[src/rtl/twb_pkg.sv]
package twb_pkg;
  typedef enum logic {
    SEL_DATA = 1'b0,
    SEL_STAT = 1'b1
  } twb_sel_e;

  function automatic logic [7:0] idle_word8();
    return 8'hF8;
  endfunction
endpackage

[src/rtl/twb_flag.sv]
module twb_flag (
  input  logic clk,
  input  logic rst,
  input  logic set_i,
  input  logic clr_i,
  output logic flag_o
);
  always_ff @(posedge clk) begin
    if (rst)
      flag_o <= 1'b0;
    else if (set_i)
      flag_o <= 1'b1;
    else if (clr_i)
      flag_o <= 1'b0;
  end
endmodule

[src/rtl/twb_status.sv]
module twb_status #(
  parameter int DATA_W = 8,
  parameter int CODE_W = 5
) (
  input  logic              clk,
  input  logic              rst,
  input  logic              load_i,
  input  logic [CODE_W-1:0] code_i,
  input  logic              flag_i,
  output logic [DATA_W-1:0] stat_o
);
  localparam int PAD_W = DATA_W - CODE_W;
  localparam logic [CODE_W-1:0] IDLE_CODE = {CODE_W{1'b1}};

  logic [CODE_W-1:0] code_q;
  logic [CODE_W-1:0] code_pub;
  logic [DATA_W-1:0] word_next;

  always_ff @(posedge clk) begin
    if (rst)
      code_q <= IDLE_CODE;
    else if (load_i)
      code_q <= code_i;
  end

  assign code_pub = flag_i ? code_q : IDLE_CODE;

  generate
    if (PAD_W > 0) begin : g_pad
      assign word_next = {code_pub, {PAD_W{1'b0}}};
    end else begin : g_nopad
      assign word_next = code_pub;
    end
  endgenerate

  always_ff @(posedge clk) begin
    if (rst)
      stat_o <= word_next & {DATA_W{1'b0}} | {IDLE_CODE, {PAD_W{1'b0}}};
    else
      stat_o <= word_next;
  end
endmodule

[src/rtl/twb_shift.sv]
module twb_shift #(
  parameter int DATA_W = 8
) (
  input  logic              clk,
  input  logic              rst,
  input  logic              flag_i,
  input  logic              wr_i,
  input  logic [DATA_W-1:0] wdata_i,
  input  logic              shift_i,
  input  logic              bit_i,
  output logic [DATA_W-1:0] data_o
);
  logic wr_ok;
  logic sh_ok;

  assign wr_ok = wr_i & flag_i;
  assign sh_ok = shift_i & ~flag_i;

  always_ff @(posedge clk) begin
    if (rst)
      data_o <= {DATA_W{1'b1}};
    else if (wr_ok)
      data_o <= wdata_i;
    else if (sh_ok)
      data_o <= {data_o[DATA_W-2:0], bit_i};
  end
endmodule

[src/rtl/twb_regs.sv]
module twb_regs
  import twb_pkg::*;
#(
  parameter int DATA_W = 8,
  parameter int CODE_W = 5
) (
  input  logic              clk,
  input  logic              rst,
  input  logic              cpu_sel,
  input  logic              cpu_wr,
  input  logic [DATA_W-1:0] cpu_wdata,
  input  logic              flag_clr,
  input  logic              shift_en,
  input  logic              sda_in,
  input  logic              hw_set,
  input  logic [CODE_W-1:0] hw_code,
  output logic              sda_out,
  output logic [DATA_W-1:0] rd_data,
  output logic              irq_flag
);
  logic [DATA_W-1:0] data_word;
  logic [DATA_W-1:0] stat_word;
  logic              data_wr;

  assign data_wr = cpu_wr & (cpu_sel == SEL_DATA);

  twb_flag u_flag (
    .clk    (clk),
    .rst    (rst),
    .set_i  (hw_set),
    .clr_i  (flag_clr),
    .flag_o (irq_flag)
  );

  twb_status #(.DATA_W(DATA_W), .CODE_W(CODE_W)) u_stat (
    .clk    (clk),
    .rst    (rst),
    .load_i (hw_set),
    .code_i (hw_code),
    .flag_i (irq_flag),
    .stat_o (stat_word)
  );

  twb_shift #(.DATA_W(DATA_W)) u_shift (
    .clk     (clk),
    .rst     (rst),
    .flag_i  (irq_flag),
    .wr_i    (data_wr),
    .wdata_i (cpu_wdata),
    .shift_i (shift_en),
    .bit_i   (sda_in),
    .data_o  (data_word)
  );

  assign sda_out = data_word[DATA_W-1];
  assign rd_data = (cpu_sel == SEL_STAT) ? stat_word : data_word;
endmodule

[config.mk]
export PLATFORM = sky130hd
export DESIGN_NAME = twb_regs
export DESIGN_NICKNAME = d
export VERILOG_FILES = /design/src/rtl/twb_pkg.sv /design/src/rtl/twb_flag.sv /design/src/rtl/twb_status.sv /design/src/rtl/twb_shift.sv /design/src/rtl/twb_regs.sv
export SDC_FILE = /design/constraint.sdc
export NUM_CORES = 1
export LEC_CHECK = 0
export ABC_AREA = 1
export BUFFER_PORTS_ARGS = -buffer_cell sky130_fd_sc_hd__buf_4
export CORE_MARGIN = 2
export CORE_UTILIZATION = 40
export CTS_CLUSTER_DIAMETER = 30
export DETAILED_ROUTE_END_ITERATION = 16
export PLACE_DENSITY = 0.77
export RECOVER_POWER = 50
export SLEW_MARGIN = 20
export SYNTH_ARGS = -nofsm -noshare
export SYNTH_HDL_FRONTEND = slang
export SYNTH_HIERARCHICAL = 1
export SYNTH_SLANG_ARGS = --single-unit
[constraint.sdc]
create_clock -name clk -period 3.05 [get_ports clk]
set_clock_uncertainty 0.05 [all_clocks]
set_input_delay 0.1525 -clock clk [delete_from_list [all_inputs] [get_ports clk]]
set_output_delay 0.1525 -clock clk [all_outputs]
set_load 0.005 [all_outputs]
==> out/results.txt <==
status - finished clean
setup TNS - 0 ns
GR Util met3 - 0.06000
Root Driver - clkbuf_4
Global Route met2 Usage - 0.3167
worst min path class - primary input to flop
CTS Buf Count - 3
synth-to-layout area growth - 27.20%
RSZ-0062 raised after global routing - false
Diodes inserted - 0
number of synthesized register bits - 19
CP max stage delay - 0.71 ns
global-route usage over all layers - 0.1706
Yosys top cell by area - dfxtp_1
CP Launch Type - flop
leakage - 0.6795 nW
largest cells by area after synthesis - dfxtp_1, nand2_1, nand3_1
Peak VDD IR - 0.0003382 V
CTS tree - done
Crit. End Element - output pin
Resized cells post-CTS - 0
post-route clock period utilization - 0.4665
drt wl/cell - 10.13 microns
largest net degree at the start of global routing - 18
Mapped Area - 952.2 sq um
I/O pins - 31
clock insertion delay at the later pin of the skew report - 0.30 ns
vias in the first global route - 849
first-pass GRT wire length - 3436 microns
Setup violations, final - 0
total power - 520.8 uW
clk sinks - 19
initial core utilization - 0.4263
Synth top area share - 0.3995
drt total wl - 2036 microns
nets - 195
Slew @ Worst Pin - 0.7362 ns
crit-path max FO - 13
Placed Area - 1149 sq um
Post-route DRC - 0
1st-iter DRT viols - 23
via count - 917
CTS Buffer Depth - 2
CP Data Required Time - 2.85 ns
GRT busiest layer - met2
Post-Syn Instances - 140
Max-cap violations - 0
fin crit period - 1.423 ns
row cnt - 17
Die X - 52.79 microns
1st-pass router iterations - 4
clock slew at reported path FFs - 0.11 ns
Crit Path Class - flop to output pin
Antenna Violating Nets Remaining - 0
Yosys cell types - 14
Power Dens Cells - 430.0 nW/um^2
Placeable Area - 2233 sq um
H-tree levels - 1
CP top delay family - flip-flops
critical path's slowest cell - dfxtp_1
I/O Buffers - 30
Worst Path Arrival - 1.22 ns
Slew Limit Fails - 0
headroom to the max-slew limit - 0.5074
Seq/Total Area, Yosys - 0.3995
Synth Area per Inst - 6.801 sq um
layout cells sized above 1 - 0.2370
met1 usage - 0.1771
Die ar. - 2787 sq um
worst-path cell chain - buf_4
initial antenna violation count - 0
fin area - 1211 sq um
via/cell ratio - 4.562
Chip Height - 52.79 microns
gpl congestion - 0.8248
Yosys Warn Count - 6
grt ovf - 0
CP Buf/Inv Count - 1
Final Hold Fails - 0
Fmax achieved - 0.7028 GHz
placed wire-length estimate - 1546 microns
-- path summary, 6_finish.rpt --
kind	start	endpoint	slack, ns	cells past startpoint
setup / recovery	u_flag/flag_o	irq_flag	1.63	1
hold / removal	hw_code[2]	u_stat/code_q[2]	0.01	3
setup reg to reg	u_flag/flag_o	u_shift/data_o[6]	1.68	5
hold reg to reg	u_stat/code_q[2]	u_stat/stat_o[5]	0.39	2
-- area by class of cell --
class                   instances  area [sq um]
well taps                      28         35.03
flip-flops and latches         19         380.4
clock inverters                 1         7.507
inverters                      14         52.55
clock buffers                   3         22.52
repair buffers                 34         261.5
multi-input cells             102         451.7
fillers                       222          1022
-- through the flow --
step,utilization,setup slack (ns),hold slack [ns],cells
after floorplan,-,1.969,0.1649,142
after global placement,0.5143,1.543,0.2910,193
after detailed placement,0.5143,1.491,0.2960,193
after CTS,0.5457,1.610,0.001838,201
after global routing,0.5423,1.538,0.01234,201
final,0.5423,1.627,0.01225,201
-- per-layer routing --
layer | vias to the layer above | wire length [microns]
li1 | 496 | -
met1 | 395 | 786
met4 | 0 | 0
met2 | 26 | 1124
met3 | 0 | 125
met5 | - | 0
-- power breakdown --
part	leakage [nW]	total (mW)	switching, mW	internal [mW]
sequential	0.157	0.280	0.0150	0.265
clock	0.0139	0.132	0.0821	0.0500
combinational	0.508	0.109	0.0531	0.0559
total	0.680	0.521	0.150	0.371
-- cell usage after synthesis --
| master | count |
|---|---|
| nand3_1 | 29 |
| a21oi_2 | 1 |
| buf_6 | 3 |
| nand2_4 | 1 |
| nand2_2 | 3 |
| inv_1 | 11 |
| nand2_8 | 1 |
| dfxtp_1 | 19 |
| inv_2 | 3 |
| nand2_1 | 62 |
| buf_4 | 3 |
| nor2_1 | 2 |
| conb_1 | 1 |
| buf_8 | 1 |
-- registers in the layout (all words and copies together), names as in the netlist --
register	count
u_shift/data_o	8
u_stat/code_q	5
u_stat/stat_o	5
u_flag/flag_o	1
-- kinds of logic after synthesis --
group / Yosys count / synth area share
AND/OR/NAND/NOR: 98 / 0.4573
buffers and inverters: 21 / 0.1301
other: 1 / 0.003938
AO/OA/AOI/OAI: 1 / 0.009200
flip-flops: 19 / 0.3995
-- timing repair --
action	4_1_cts	5_1_grt
buffers inserted	0	0
endpoints found under the hold margin	4	0
hold buffers	4	0
-- cell usage in the layout, fill, tap and decap left out, drive strengths merged --
cell type,n
clkinvlp,1
nand3,29
conb,3
dfxtp,19
dlygate4sd3,4
a21oi,1
inv,14
nor2,2
clkbuf,12
nand2,67
buf,21
Note: power is estimated with default switching activity, not from simulation.
